<file path="src/rtl/modal_port_pkg.sv">
package modal_port_pkg;

    localparam int PORT_W = 8;
    localparam int MUX_W  = 2;
    localparam int MODE_W = 3;

    typedef enum logic [1:0] {
        SEL_DATA = 2'd0,
        SEL_DIR  = 2'd1,
        SEL_PULL = 2'd2,
        SEL_NONE = 2'd3
    } reg_sel_e;

    typedef enum logic [1:0] {
        MC_GPIO        = 2'd0,
        MC_ADDR_FIXED  = 2'd1,
        MC_ADDR_SELECT = 2'd2
    } mode_class_e;

    typedef enum logic [1:0] {
        FN_INPUT    = 2'd0,
        FN_GPIO_OUT = 2'd1,
        FN_ADDR_OUT = 2'd2
    } pin_fn_e;

    typedef struct packed {
        logic drive;
        logic value;
        logic pull;
        logic rd;
    } pin_ctl_t;

    function automatic mode_class_e classify_mode(input logic [MODE_W-1:0] m);
        mode_class_e c;
        case (m)
            3'd1, 3'd2, 3'd3, 3'd4: c = MC_ADDR_FIXED;
            3'd5, 3'd6:             c = MC_ADDR_SELECT;
            default:                c = MC_GPIO;
        endcase
        return c;
    endfunction

    function automatic pin_fn_e pin_function(input mode_class_e c, input logic dir);
        pin_fn_e f;
        case (c)
            MC_ADDR_FIXED:  f = FN_ADDR_OUT;
            MC_ADDR_SELECT: f = dir ? FN_ADDR_OUT : FN_INPUT;
            default:        f = dir ? FN_GPIO_OUT : FN_INPUT;
        endcase
        return f;
    endfunction

endpackage

</file>
<file path="src/rtl/modal_port_regs.sv">
module modal_port_regs
    import modal_port_pkg::*;
#(
    parameter int W = PORT_W
) (
    input  logic         clk,
    input  logic         rst,
    input  logic         wr_i,
    input  logic [1:0]   sel_i,
    input  logic [W-1:0] wdata_i,
    output logic [W-1:0] data_q,
    output logic [W-1:0] dir_q,
    output logic [W-1:0] pull_q
);

    reg_sel_e sel;
    assign sel = reg_sel_e'(sel_i);

    always_ff @(posedge clk) begin
        if (rst) begin
            data_q <= '0;
            dir_q  <= '0;
            pull_q <= '0;
        end else if (wr_i) begin
            case (sel)
                SEL_DATA: data_q <= wdata_i;
                SEL_DIR:  dir_q  <= wdata_i;
                SEL_PULL: pull_q <= wdata_i;
                default:  ;
            endcase
        end
    end

    // a data write is always stored
    p_data_write_r8: assert property (@(posedge clk) disable iff (rst)
        (wr_i && sel == SEL_DATA) |=> (data_q == $past(wdata_i)));

    // writes to the unused select leave every register alone
    p_none_write_r11: assert property (@(posedge clk) disable iff (rst)
        (wr_i && sel == SEL_NONE) |=> ($stable(data_q) && $stable(dir_q) && $stable(pull_q)));

endmodule

</file>
<file path="src/rtl/modal_port_pinmux.sv">
module modal_port_pinmux
    import modal_port_pkg::*;
#(
    parameter int W  = PORT_W,
    parameter int MW = MUX_W
) (
    input  logic          clk,
    input  logic          rst,
    input  mode_class_e   cls_i,
    input  logic [W-1:0]  data_i,
    input  logic [W-1:0]  dir_i,
    input  logic [W-1:0]  pull_i,
    input  logic [W-1:0]  addr_i,
    input  logic          dram_area_i,
    input  logic [MW-1:0] dram_mux_i,
    input  logic [W-1:0]  pin_in_i,
    output logic [W-1:0]  pin_out_o,
    output logic [W-1:0]  pin_oe_o,
    output logic [W-1:0]  pin_pu_o,
    output logic [W-1:0]  data_rd_o
);

    for (genvar k = 0; k < W; k++) begin : g_pin
        pin_fn_e  fn;
        logic     addr_bit;
        pin_ctl_t ctl;

        if (k < MW) begin : g_muxed
            assign addr_bit = dram_area_i ? dram_mux_i[k] : addr_i[k];
        end else begin : g_plain
            assign addr_bit = addr_i[k];
        end

        always_comb begin
            fn  = pin_function(cls_i, dir_i[k]);
            ctl = '0;
            case (fn)
                FN_ADDR_OUT: begin
                    ctl.drive = 1'b1;
                    ctl.value = addr_bit;
                end
                FN_GPIO_OUT: begin
                    ctl.drive = 1'b1;
                    ctl.value = data_i[k];
                end
                default: begin
                    ctl.drive = 1'b0;
                    ctl.value = 1'b0;
                end
            endcase
            ctl.pull = pull_i[k] & ~ctl.drive;
            ctl.rd   = ctl.drive ? data_i[k] : pin_in_i[k];
        end

        assign pin_out_o[k] = ctl.value;
        assign pin_oe_o[k]  = ctl.drive;
        assign pin_pu_o[k]  = ctl.pull;
        assign data_rd_o[k] = ctl.rd;

        // pull-up never on a driving pin
        p_pull_off_drive_r6: assert property (@(posedge clk) disable iff (rst)
            !(pin_pu_o[k] && pin_oe_o[k]));

        // an undriven pin outputs 0
        p_idle_zero_r3: assert property (@(posedge clk) disable iff (rst)
            !pin_oe_o[k] |-> !pin_out_o[k]);
    end

    // fixed address modes drive every pin
    p_fixed_all_out_r2: assert property (@(posedge clk) disable iff (rst)
        (cls_i == MC_ADDR_FIXED) |-> (pin_oe_o == '1));

    // DRAM substitution on the low pins in fixed address modes
    p_dram_subst_r5: assert property (@(posedge clk) disable iff (rst)
        (cls_i == MC_ADDR_FIXED && dram_area_i) |-> (pin_out_o[MW-1:0] == dram_mux_i));

endmodule

</file>
<file path="src/rtl/modal_port.sv">
module modal_port
    import modal_port_pkg::*;
#(
    parameter int W      = PORT_W,
    parameter int MW     = MUX_W,
    parameter int MODE_B = MODE_W
) (
    input  logic              clk,
    input  logic              rst,
    input  logic [MODE_B-1:0] mode_i,
    input  logic              reg_wr_i,
    input  logic [1:0]        reg_sel_i,
    input  logic [W-1:0]      reg_wdata_i,
    output logic [W-1:0]      reg_rdata_o,
    input  logic [W-1:0]      addr_hi_i,
    input  logic              dram_area_i,
    input  logic [MW-1:0]     dram_mux_i,
    input  logic [W-1:0]      pin_in_i,
    output logic [W-1:0]      pin_out_o,
    output logic [W-1:0]      pin_oe_o,
    output logic [W-1:0]      pin_pu_o
);

    logic [MODE_B-1:0] mode_q;
    mode_class_e       cls;
    logic [W-1:0]      data_q, dir_q, pull_q, data_rd;

    always_ff @(posedge clk) begin
        if (rst) mode_q <= '0;
        else     mode_q <= mode_i;
    end

    assign cls = classify_mode(mode_q);

    modal_port_regs #(.W(W)) u_regs (
        .clk     (clk),
        .rst     (rst),
        .wr_i    (reg_wr_i),
        .sel_i   (reg_sel_i),
        .wdata_i (reg_wdata_i),
        .data_q  (data_q),
        .dir_q   (dir_q),
        .pull_q  (pull_q)
    );

    modal_port_pinmux #(.W(W), .MW(MW)) u_pins (
        .clk         (clk),
        .rst         (rst),
        .cls_i       (cls),
        .data_i      (data_q),
        .dir_i       (dir_q),
        .pull_i      (pull_q),
        .addr_i      (addr_hi_i),
        .dram_area_i (dram_area_i),
        .dram_mux_i  (dram_mux_i),
        .pin_in_i    (pin_in_i),
        .pin_out_o   (pin_out_o),
        .pin_oe_o    (pin_oe_o),
        .pin_pu_o    (pin_pu_o),
        .data_rd_o   (data_rd)
    );

    always_comb begin
        case (reg_sel_e'(reg_sel_i))
            SEL_DATA: reg_rdata_o = data_rd;
            SEL_DIR:  reg_rdata_o = dir_q;
            SEL_PULL: reg_rdata_o = pull_q;
            default:  reg_rdata_o = '0;
        endcase
    end

    // a fixed address mode presented now rules the pins after the edge
    p_mode_next_edge_r9: assert property (@(posedge clk) disable iff (rst)
        (mode_i inside {3'd1, 3'd2, 3'd3, 3'd4}) |=> (pin_oe_o == '1));

    // the unused select reads zero
    p_none_reads_zero_r11: assert property (@(posedge clk) disable iff (rst)
        (reg_sel_i == 2'd3) |-> (reg_rdata_o == '0));

endmodule

</file>
<file path="config.mk">
export PLATFORM = sky130hd
export DESIGN_NAME = modal_port
export DESIGN_NICKNAME = d
export VERILOG_FILES = /design/src/rtl/modal_port_pkg.sv /design/src/rtl/modal_port_regs.sv /design/src/rtl/modal_port_pinmux.sv /design/src/rtl/modal_port.sv
export SDC_FILE = /design/constraint.sdc
export NUM_CORES = 1
export LEC_CHECK = 0
export BUFFER_PORTS_ARGS = -buffer_cell sky130_fd_sc_hd__buf_2
export CORE_AREA = 8 8 83 93
export DETAILED_ROUTE_END_ITERATION = 10
export DIE_AREA = 0 0 91 101
export HOLD_SLACK_MARGIN = 0.03
export MAX_ROUTING_LAYER = met4
export PLACE_DENSITY = 0.56
export SETUP_SLACK_MARGIN = 0.1
export SYNTH_ARGS = -nofsm -noshare
export SYNTH_HDL_FRONTEND = slang
export SYNTH_SLANG_ARGS = --single-unit
</file>
<file path="constraint.sdc">
create_clock -name clk -period 4.95 [get_ports clk]
set_clock_uncertainty 0.1 [all_clocks]
set_input_delay 0.495 -clock clk [delete_from_list [all_inputs] [get_ports clk]]
set_output_delay 0.495 -clock clk [all_outputs]
set_load 0.03 [all_outputs]
</file>
### Word-level counts from Yosys, hierarchy flattened

Cells that the tools add are included.

| word-level totals | value |
|---|---|
| register bits after elaboration | 27 |
| input bits | 35 |
| output and inout bits | 32 |
| logic and storage cells | 96 |

| operators by class | value |
|---|---|
| eq/ne operators | 26 |
| muxes and demuxes | 44 |
| bitwise logic cells | 16 |
| reductions and logical operators | 6 |

Operators by type and width:

| kind | number |
|---|---|
| case mux 2 bit (2 select lines) | 17 |
| case mux 8 bit (3 select lines) | 1 |
| == test 2 x 1 -> 1 bit, second input constant | 10 |
| == test 2 bit, second input constant | 10 |
| 2-to-1 mux 1 bit | 18 |
| 2-to-1 mux 2 bit | 8 |
| == test 3 bit, second input constant | 3 |
| AND 1 bit | 8 |
| NOT 1 bit | 8 |
| == test 3 x 2 -> 1 bit, second input constant | 2 |
| AND reduction 2 bit | 3 |
| OR reduction 4 bit | 1 |
| == test 3 x 1 -> 1 bit, second input constant | 1 |
| zero test 2 bit | 1 |
| OR reduction 2 bit | 1 |

### Longest topological paths before layout

Gate-level depths: netlist of the first run.

| logic depth | value |
|---|---|
| word-level depth | 9 |
| mapped depth | 9 |
| depth with buffers taken out | 7 |

### Hierarchy

A second synthesis of the first run with hierarchy kept.

| second synthesis, totals | value |
|---|---|
| cell total of the unflattened synthesis | 196 |
| area, all modules | 1825.5 sq um |

By module, submodules not included:

| module | instances | cells an instance | area each (sq um) | sequential area each (sq um) |
|---|---|---|---|---|
| modal_port_regs | 1 | 91 | 999.7 | 480.5 |
| modal_port_pinmux | 1 | 75 | 521.8 | 0.0 |
| modal_port | 1 | 30 | 304.0 | 60.1 |

### Least setup slack after synthesis of the first run

Ideal clock, no wire load.

| timing path | value |
|---|---|
| kind | reg2out |
| from | reg mode_q[1] |
| to | out pin_pu_o[3] |
| data arrival time | 2.099 ns |
| data required time | 4.355 ns |
| setup slack | 2.256 ns |
| stages on the path, launching flop included | 8 |
| path buffers | 1 |
| cells stage by stage | dfxtp_1 xor2_1 and2_1 ha_1 nor2b_1 clkbuf_1 or2_1 nor2_1 |

| on the way | value |
|---|---|
| word-level cells in the longest chain between the ends | 9 |
| elaborated cells between the ends (all ways) | 17 |
| classes of those cells | eq/ne (10); mux (3); bitwise (2); reduce/logical (2) |

RTL lines:

| item | RTL line | RTL |
|---|---|---|
| start: declaration | modal_port.sv:24 | `logic [MODE_B-1:0] mode_q;` |
| start signal: assignment | modal_port.sv:30 | `else mode_q <= mode_i;` |
| == test 3 x 1 -> 1 bit, or another cell as far along | modal_port_pkg.sv:35 | `case (m)` |
| OR reduction 4 bit or OR reduction 2 bit (tied branches) | modal_port_pkg.sv:35 |  |
| case mux 2 bit (2 select lines) * | modal_port_pkg.sv:35 |  |
| == test 2 bit or == test 2 x 1 -> 1 bit (tied branches) | modal_port_pkg.sv:45 | `case (c)` |
| case mux 2 bit (2 select lines) * | modal_port_pkg.sv:45 |  |
| == test 2 x 1 -> 1 bit or == test 2 bit (tied branches) | modal_port_pinmux.sv:37 | `case (fn)` |
| case mux 2 bit (2 select lines) * | modal_port_pinmux.sv:37 |  |
| via pin_oe_o[3] | modal_port.sv:20 | `output logic [W-1:0] pin_oe_o,` |
| NOT 1 bit * | modal_port_pinmux.sv:51 | `ctl.pull = pull_i[k] & ~ctl.drive;` |
| AND 1 bit * | modal_port_pinmux.sv:51 |  |
| end: declaration | modal_port.sv:21 | `output logic [W-1:0] pin_pu_o` |

The timed path passes the listed nets; every way through them passes the cells marked *.

### Worst setup path in the final report of the first run

| timing path | value |
|---|---|
| from | reg mode_q[1] |
| to | out reg_rdata_o[6] |

| on the way | value |
|---|---|
| word-level cells in the longest chain between the ends | 9 |
| elaborated cells between the ends (all ways) | 17 |
| classes of those cells | eq/ne (10); mux (5); reduce/logical (2) |

RTL lines:

| item | RTL line | RTL |
|---|---|---|
| == test 3 x 1 -> 1 bit, or another cell as far along | modal_port_pkg.sv:35 |  |
| OR reduction 4 bit or OR reduction 2 bit (tied branches) | modal_port_pkg.sv:35 |  |
| case mux 2 bit (2 select lines) * | modal_port_pkg.sv:35 |  |
| == test 2 bit or == test 2 x 1 -> 1 bit (tied branches) | modal_port_pkg.sv:45 |  |
| case mux 2 bit (2 select lines) * | modal_port_pkg.sv:45 |  |
| == test 2 x 1 -> 1 bit or == test 2 bit (tied branches) | modal_port_pinmux.sv:37 |  |
| case mux 2 bit (2 select lines) * | modal_port_pinmux.sv:37 |  |
| 2-to-1 mux 1 bit * | modal_port_pinmux.sv:52 | `ctl.rd = ctl.drive ? data_i[k] : pin_in_i[k];` |
| case mux 8 bit (3 select lines) * | modal_port.sv:64 | `case (reg_sel_e'(reg_sel_i))` |
| end: declaration | modal_port.sv:14 | `output logic [W-1:0] reg_rdata_o,` |

Every way passes the cells marked *; elsewhere a longest branch is shown, timed or not.

==> results.yml, run 1 <==
clock_tree:
  cts_tree: "done"
  clock_sinks: 27
  numCtsBuffers: 3
  root_buffer: "clkbuf_8"
  ctsLongestPathBuffers: 2
  htree_levels: 1
  clkTransAtPathRegs_ps: 80
  cts_setup_buffers: 0
  cts_hold_buf: 0
  clock_latency_ps: 270
  cts-resized-gates: 0
layout:
  final_cell_mix: "buf_2, a21oi_1, dfxtp_1, nand3_1, nand2_1"
  mostFrequentLayoutCell: "buf_2"
  final_util_pct: 34.8
  seqCellArea_um2: 541
  final_nets: 329
  multi_input_area_um2: 1100
  final_cell_area_um2: 2190
  drive_above_1_share_pct: 26.9
  area_growth_pct: 22.1
  antenna_cells: 0
  fillers: 699
global_routing:
  grt_pass1_vias: 1760
  grt_usage_pct: 11.9
  grt_max_degree: 28
  grt_pass1_wl_um: 8850
  grt.overflow.total: 0
  antenna_found_initial: 0
sta:
  tightest_slew_ps: 1220
  period_minus_slack_ps: 3420
  finalSetupViolations: 0
  rsz0062_at_grt: "no"
  slew_headroom_pct: 18.7
  slew_violations: 0
  min_period_over_period_pct: 69.1
  hold_slack_ps: 360
  hold_viol: 0
  fmax_ghz: 0.292
  tns_ps: 0
logic_synthesis:
  synth.avg_cell_area_um2: 7.52
  netlist_area_um2: 1790
  synth_top_area_cell: "dfxtp_1"
  synth_edf_count: 0
  ys_seq_area_share_pct: 30.2
  syn-num-nets: 276
  synthFlopType: "dfxtp_1"
  async_flop_share_pct: 0
  yosys_warnings: 0
  synth_area_leaders: "dfxtp_1, a21oi_1, nand3_1"
  synth_cells: 238
  yosysUniqueCellTypes: 34
  synth_top_area_share_pct: 30.2
  synth_seq_cells: 27
critical_path:
  slowest_stage: "ha_1"
  crit_chain: "xor2_1 > and2_1 > ha_1 > nand2b_1 > a2111o_1 > nand3_1 > buf_2"
  cp_max_fo: 27
  path_class: "reg -> out"
  endpoint_kind: "output pin"
  cpPeakStageDelay_ps: 580
  cp_num_buf_inv: 1
  worst_ep_arrival_time_ps: 2830
  crit_path_start_kind: "flip-flop"
  path_delay_family: "simple AND/OR/NAND/NOR gates"
  crit_required_ps: 4360
floorplan:
  io_pins: 67
  die_area_um2: 9190
  rows: 31
  die_y_um: 101
  coreArea_um2: 6280
  initial_core_util_pct: 28.5
  die_width_um: 91
pwr:
  switching_power_w: 0.000191
  pwr-share-seq_pct: 44.0
  p_int_w: 0.000337
  ir_worst_vdd_v: 0.000101
  switching_share_pct: 36.2
  p_comb_share_pct: 32.7
  power.total_w: 0.000529
  power_frac_clock_pct: 23.3
  leakage_nw: 0.974
  powerDensity_nw_per_um2: 242
routing:
  wl_per_cell_um: 14.3
  wl_um: 5330
  ant_nets: 0
  drc: 0
  via_count: 1828
  first_pass_iters: 4
  viasPerCell: 4.91
  drt-initial-drc-count: 94
hold_path:
  worst_hold_path_type: "in -> reg"
placement:
  port-buffer-count: 66
  post-dp-hpwl_um: 4170
  post_dp_cell_area_um2: 2140
  gp_congestion: 0.782
run_status:
  status: "complete, no violations"
flow_run:
  cap_violations: 0
cell families (layout without fill, tap and decap cells):
kind of cell	after synthesis	in the layout	share of synthesized area, %
compound gates	62	62	23.0
simple gates	99	99	29.7
flops	27	27	30.2
buf+inv	35	87	8.39
fa+ha+maj	3	3	2.10
mux	10	10	5.66
xor+xnor	2	2	0.979
worst paths after layout:
kind,startpoint,end,slack [ps],depth (start not counted)
worst max register to register,u_regs.dir_q[5],u_regs.dir_q[5],4130,2
worst min register to register,u_regs.pull_q[0],u_regs.pull_q[0],380,2
worst min-delay path,mode_i[2],mode_q[2],360,2
worst max-delay path,mode_q[1],reg_rdata_o[6],1530,7
state kept, by name, indices dropped and copies added (netlist names):
name           cells
u_regs.dir_q       8
mode_q             3
u_regs.pull_q      8
u_regs.data_q      8
layout make-up:
class / count / share of cell area (%)
multi-input combinational: 176 / 50.3
sequential: 27 / 24.7
timing repair buffer: 67 / 15.5
tap: 82 / 4.69
inverter: 16 / 2.75
clock buffer: 4 / 2.06
through the flow:
step | std cells | worst slack, ps
6_report | 372 | 1530
5_1_grt | 372 | 1300
4_1_cts | 372 | 1520
3_5_place_dp | 368 | 1830
3_3_place_gp | 368 | 1870
2_1_floorplan | 238 | 2260
synthesized netlist by cell type (all sizes together) (6+ instances only):
cell type and count:
inv 16, a21oi 29, and2 6, nor2b 8
clkbuf 11, and3 6, buf 8, o21ai 11
nand4 6, a2111o 6, nand3 25, nor2 12
mux2i 9, a22oi 8, nand2 21, dfxtp 27
power by group through the flow:
stage          Sequential (W)  Clock (W)  Combinational (W)
2_1_floorplan        0.000235          0           0.000129
3_5_place_dp         0.000238          0           0.000173
5_1_grt              0.000234   0.000138           0.000191
3_3_place_gp         0.000237          0           0.000173
6_report             0.000233   0.000123           0.000173
4_1_cts              0.000233   0.000126           0.000174
routing by layer:
metal / track usage (%) / vias to the layer above / wire length (um)
met3: 2.38 / 9 / 303
met1: 15.4 / 822 / 2600
li1: - / 945 / -
met4: 5.55 / 0 / 125
met2: 17.3 / 52 / 2310
met5: - / - / 0
No activity file was read; power rests on OpenSTA's default activity.
==> run 2: changes to the inputs <==
==> constraint.sdc (replaced) <==
create_clock -name clk -period 3.55 [get_ports clk]
set_clock_uncertainty 0.1 [all_clocks]
set_input_delay 0.355 -clock clk [delete_from_list [all_inputs] [get_ports clk]]
set_output_delay 0.355 -clock clk [all_outputs]
set_load 0.03 [all_outputs]
==> results.yml, run 2 (synthesis gave the netlist of run 1 again) <==
pwr:
  leakage_nw: 0.997
  powerDensity_nw_per_um2: 336
  ir_worst_vdd_v: 0.000118
sta:
  tns_ps: 0
  hold_viol: 0
  rsz0062_at_grt: "no"
  min_period_over_period_pct: 85.4
  fmax_ghz: 0.330
  hold_slack_ps: 216
  slew_violations: 0
  period_minus_slack_ps: 3030
  finalSetupViolations: 0
  slew_headroom_pct: 51.2
  tightest_slew_ps: 729
global_routing:
  antenna_found_initial: 0
  grt_pass1_wl_um: 8830
  grt_max_degree: 28
  grt.overflow.total: 0
  grt_pass1_vias: 1763
  grt_usage_pct: 11.8
clock_tree:
  cts_tree: "done"
  cts-resized-gates: 0
  ctsLongestPathBuffers: 2
  cts_hold_buf: 0
  clkTransAtPathRegs_ps: 90
  clock_sinks: 27
  cts_setup_buffers: 0
  numCtsBuffers: 3
  htree_levels: 1
  root_buffer: "clkbuf_8"
  clock_latency_ps: 270
routing:
  drc: 0
  wl_um: 5360
  ant_nets: 0
  wl_per_cell_um: 14.2
  first_pass_iters: 4
  viasPerCell: 4.91
  via_count: 1847
  drt-initial-drc-count: 78
critical_path:
  r2r_end: "u_regs.dir_q[1]"
  cp_max_fo: 18
  path_delay_family: "simple AND/OR/NAND/NOR gates"
  cpPeakStageDelay_ps: 480
  path_class: "reg -> out"
  crit_required_ps: 3090
  crit_path_start_kind: "flip-flop"
  cp_num_buf_inv: 1
  ff2ff_path_depth: 2
  endpoint_kind: "output pin"
  reg2reg_from: "u_regs.dir_q[1]"
  crit_chain: "xor2_1 > and2_1 > ha_1 > nand2b_1 > a2111o_1 > nand3_1 > buf_2"
  worst_ep_arrival_time_ps: 2580
  slowest_stage: "a2111o_1"
  r2r_slack_ps: 2700
placement:
  port-buffer-count: 66
  post-dp-hpwl_um: 4270
  gp_congestion: 0.807
hold_path:
  worst_hold_path_type: "in -> reg"
  worstHoldStart: "mode_i[1]"
  holdPathEnd: "mode_q[1]"
  holdPathStages: 2
layout:
  final_nets: 333
  largestRegisters: "u_regs.data_q x8, u_regs.dir_q x8, u_regs.pull_q x8"
  final_cell_mix: "buf_2, a21oi_1, dfxtp_1, nand3_1, nand2_1"
  antenna_cells: 0
  mostFrequentLayoutCell: "buf_2"
  fillers: 711
  drive_above_1_share_pct: 28.2
  area_growth_pct: 23.8
floorplan:
  die_width_um: 91
  rows: 31
  die_area_um2: 9190
  initial_core_util_pct: 28.5
  io_pins: 67
  die_y_um: 101
  coreArea_um2: 6280
run_status:
  status: "complete, no violations"
flow_run:
  cap_violations: 0
## run 2: changes by cell type in the layout (fill, tap and decap cells not counted), sizes merged
cell,before,now
clkbuf,4,3
buf,67,71
clkinv,0,1
## run 2: layer usage
layer	vias to the layer above	wire, um	track usage (%)	part of all wire, %
met2	49	2390	18.8	45
met4	0	95	4.67	1.8
li1	959	-	-	-
met5	-	0	-	0
met3	7	305	2.61	5.7
met1	832	2570	14.3	48
## run 2: cell type report
type	instances	area [um2]	area share, %
inverters	16	60.1	2.71
flip-flops and latches	27	541	24.4
clock buffers	3	41.3	1.86
repair buffers	71	368	16.6
multi-input cells	176	1100	49.6
well taps	82	103	4.63
clock inverters	1	5.00	0.226
## run 2: how the worst max path moves through the flow
stage	from	end	slack, ps	cells past startpoint
finish	mode_q[1]	reg_rdata_o[1]	520	7
global route	mode_q[1]	reg_rdata_o[7]	310	7
CTS	mode_q[1]	reg_rdata_o[1]	530	7
detailed placement	mode_q[1]	reg_rdata_o[1]	840	7
global placement	mode_q[1]	reg_rdata_o[1]	890	7
floorplan	mode_q[1]	pin_pu_o[3]	1000	7
## run 2: through the flow
stage	setup slack [ps]	instance area [um2]	instances	util (%)	power, W
after floorplan	996	1790	238	-	0.000507
after global routing	309	2220	376	35.3	0.000791
final	518	2220	376	35.3	0.000745
after detailed placement	842	2170	372	34.5	0.000580
after CTS	526	2220	376	35.3	0.000751
after global placement	888	2170	372	34.5	0.000578
## run 2: power by group
group          switching, W  internal [W]  total (W)
registers         0.0000110      0.000314   0.000325
clock network     0.0000934     0.0000787   0.000172
logic              0.000166     0.0000819   0.000248
total              0.000271      0.000474   0.000745
==> run 3: changes to the inputs <==
--- a/config.mk
+++ b/config.mk
@@ -6,12 +6,13 @@
 export NUM_CORES = 1
 export LEC_CHECK = 0
 export BUFFER_PORTS_ARGS = -buffer_cell sky130_fd_sc_hd__buf_2
-export CORE_AREA = 8 8 83 93
+export CAP_MARGIN = 25
+export CORE_AREA = 8 8 70 78
 export DETAILED_ROUTE_END_ITERATION = 10
-export DIE_AREA = 0 0 91 101
+export DIE_AREA = 0 0 78 86
 export HOLD_SLACK_MARGIN = 0.03
 export MAX_ROUTING_LAYER = met4
-export PLACE_DENSITY = 0.56
+export PLACE_DENSITY = 0.75
 export SETUP_SLACK_MARGIN = 0.1
 export SYNTH_ARGS = -nofsm -noshare
 export SYNTH_HDL_FRONTEND = slang
==> results.yml, run 3 (synthesis gave the netlist of run 1 again) <==
clock_tree:
  clock_sinks: 27
  htree_levels: 1
  clock_latency_ps: 260
  cts_setup_buffers: 0
  cts_tree: "done"
  ctsLongestPathBuffers: 2
  cts-resized-gates: 0
  clkTransAtPathRegs_ps: 80
  root_buffer: "clkbuf_8"
  numCtsBuffers: 3
  cts_hold_buf: 0
layout:
  multi_input_area_um2: 1100
  fin_cells: 347
  seqCellArea_um2: 541
  antenna_cells: 0
  largestRegisters: "u_regs.data_q x8, u_regs.dir_q x8, u_regs.pull_q x8"
  drive_above_1_share_pct: 27.6
  area_growth_pct: 21.4
  mostFrequentLayoutCell: "buf_2"
  final_cell_mix: "buf_2, a21oi_1, dfxtp_1, nand3_1, nand2_1"
  fillers: 446
  final_nets: 332
routing:
  wl_per_cell_um: 14.6
  first_pass_iters: 4
  ant_nets: 0
  viasPerCell: 5.37
  wl_um: 5050
  drt-initial-drc-count: 86
  via_count: 1863
  drc: 0
critical_path:
  crit_chain: "xor2_1 > and2_1 > ha_1 > nand2b_1 > a2111o_1 > nand3_1 > buf_2"
  crit_path_start_kind: "flip-flop"
  cp_max_fo: 18
  path_class: "reg -> out"
  endpoint_kind: "output pin"
  cpPeakStageDelay_ps: 480
  slowest_stage: "a2111o_1"
  crit_required_ps: 3090
  worst_ep_arrival_time_ps: 2540
sta:
  min_period_over_period_pct: 84.4
  tightest_slew_ps: 781
  slew_headroom_pct: 47.8
  fmax_ghz: 0.334
  tns_ps: 0
  rsz0062_at_grt: "no"
  slew_violations: 0
  finalSetupViolations: 0
  hold_viol: 0
  period_minus_slack_ps: 3000
pwr:
  pwr-share-seq_pct: 44.4
  switching_share_pct: 35.2
  p_comb_share_pct: 33.2
  leakage_nw: 0.989
  ir_worst_vdd_v: 0.000185
  power_frac_clock_pct: 22.4
  p_int_w: 0.000474
  power.total_w: 0.000731
  powerDensity_nw_per_um2: 336
  switching_power_w: 0.000257
global_routing:
  grt_max_degree: 28
  grt_usage_pct: 15.1
  antenna_found_initial: 0
  grt.overflow.total: 0
  grt_pass1_wl_um: 8340
  grt_pass1_vias: 1795
floorplan:
  initial_core_util_pct: 42.7
  coreArea_um2: 4190
  die_area_um2: 6710
  rows: 25
  die_width_um: 78
  die_y_um: 86
  io_pins: 67
placement:
  port-buffer-count: 66
  dp.cells: 343
  post-dp-hpwl_um: 4050
  gp_congestion: 0.949
flow_run:
  cap_violations: 0
run_status:
  status: "complete, no violations"
hold_path:
  worst_hold_path_type: "in -> reg"
## run 3: cell count changes in the layout (fill, tap and decap cells not counted), sizes merged
cell / delta
buf: -1
clkbuf: +1
clkinv: -1
## run 3: per-stage QoR
| stage | setup slack, ps | util, % | hold slack, ps | cell area (um2) |
|---|---|---|---|---|
| global placement | 887 | 50.8 | 363 | 2130 |
| finish | 554 | 51.9 | 201 | 2170 |
| CTS | 547 | 51.9 | 195 | 2170 |
| global route | 347 | 51.9 | 192 | 2170 |
| detailed placement | 852 | 50.8 | 370 | 2130 |
| floorplan | 996 | - | 345 | 1790 |
## run 3: final timing paths
check | from | endpoint | slack [ps] | cells after the start
setup / recovery | mode_q[1] | reg_rdata_o[1] | 550 | 7
hold / removal | mode_i[2] | mode_q[2] | 200 | 2
setup reg to reg | u_regs.dir_q[1] | u_regs.dir_q[1] | 2730 | 2
hold reg to reg | u_regs.pull_q[2] | u_regs.pull_q[2] | 390 | 2
## run 3: cell type report
type / instances / share of cell area [%]
Multi-Input combinational cell: 176 / 50.6
Clock buffer: 4 / 2.07
Sequential cell: 27 / 24.9
Timing Repair Buffer: 70 / 16.6
Tap cell: 54 / 3.11
Inverter: 16 / 2.76
## run 3: per-layer routing
layer	track usage [%]	part of all wire, %	vias to the layer above	routed length [um]
li1	-	-	954	-
met5	-	0	-	0
met3	3.45	7.1	6	361
met4	5.90	1.0	0	52
met2	23.9	47	68	2400
met1	18.1	44	835	2240
## run 3: critical path, delay by kind of cell, from the launching register on
kind	cells	cell delay, ps
simple gates	3	710
buf+inv	1	200
compound gates	1	480
xor+xnor	1	150
flops	1	320
fa+ha+maj	1	410
## run 3: power groups by stage
| stage | logic [W] | clock network (W) | registers [W] |
|---|---|---|---|
| 2_1_floorplan | 0.000180 | 0 | 0.000327 |
| 3_3_place_gp | 0.000242 | 0 | 0.000331 |
| 3_5_place_dp | 0.000243 | 0 | 0.000331 |
| 4_1_cts | 0.000244 | 0.000170 | 0.000324 |
| 5_1_grt | 0.000266 | 0.000181 | 0.000326 |
| 6_report | 0.000243 | 0.000163 | 0.000325 |
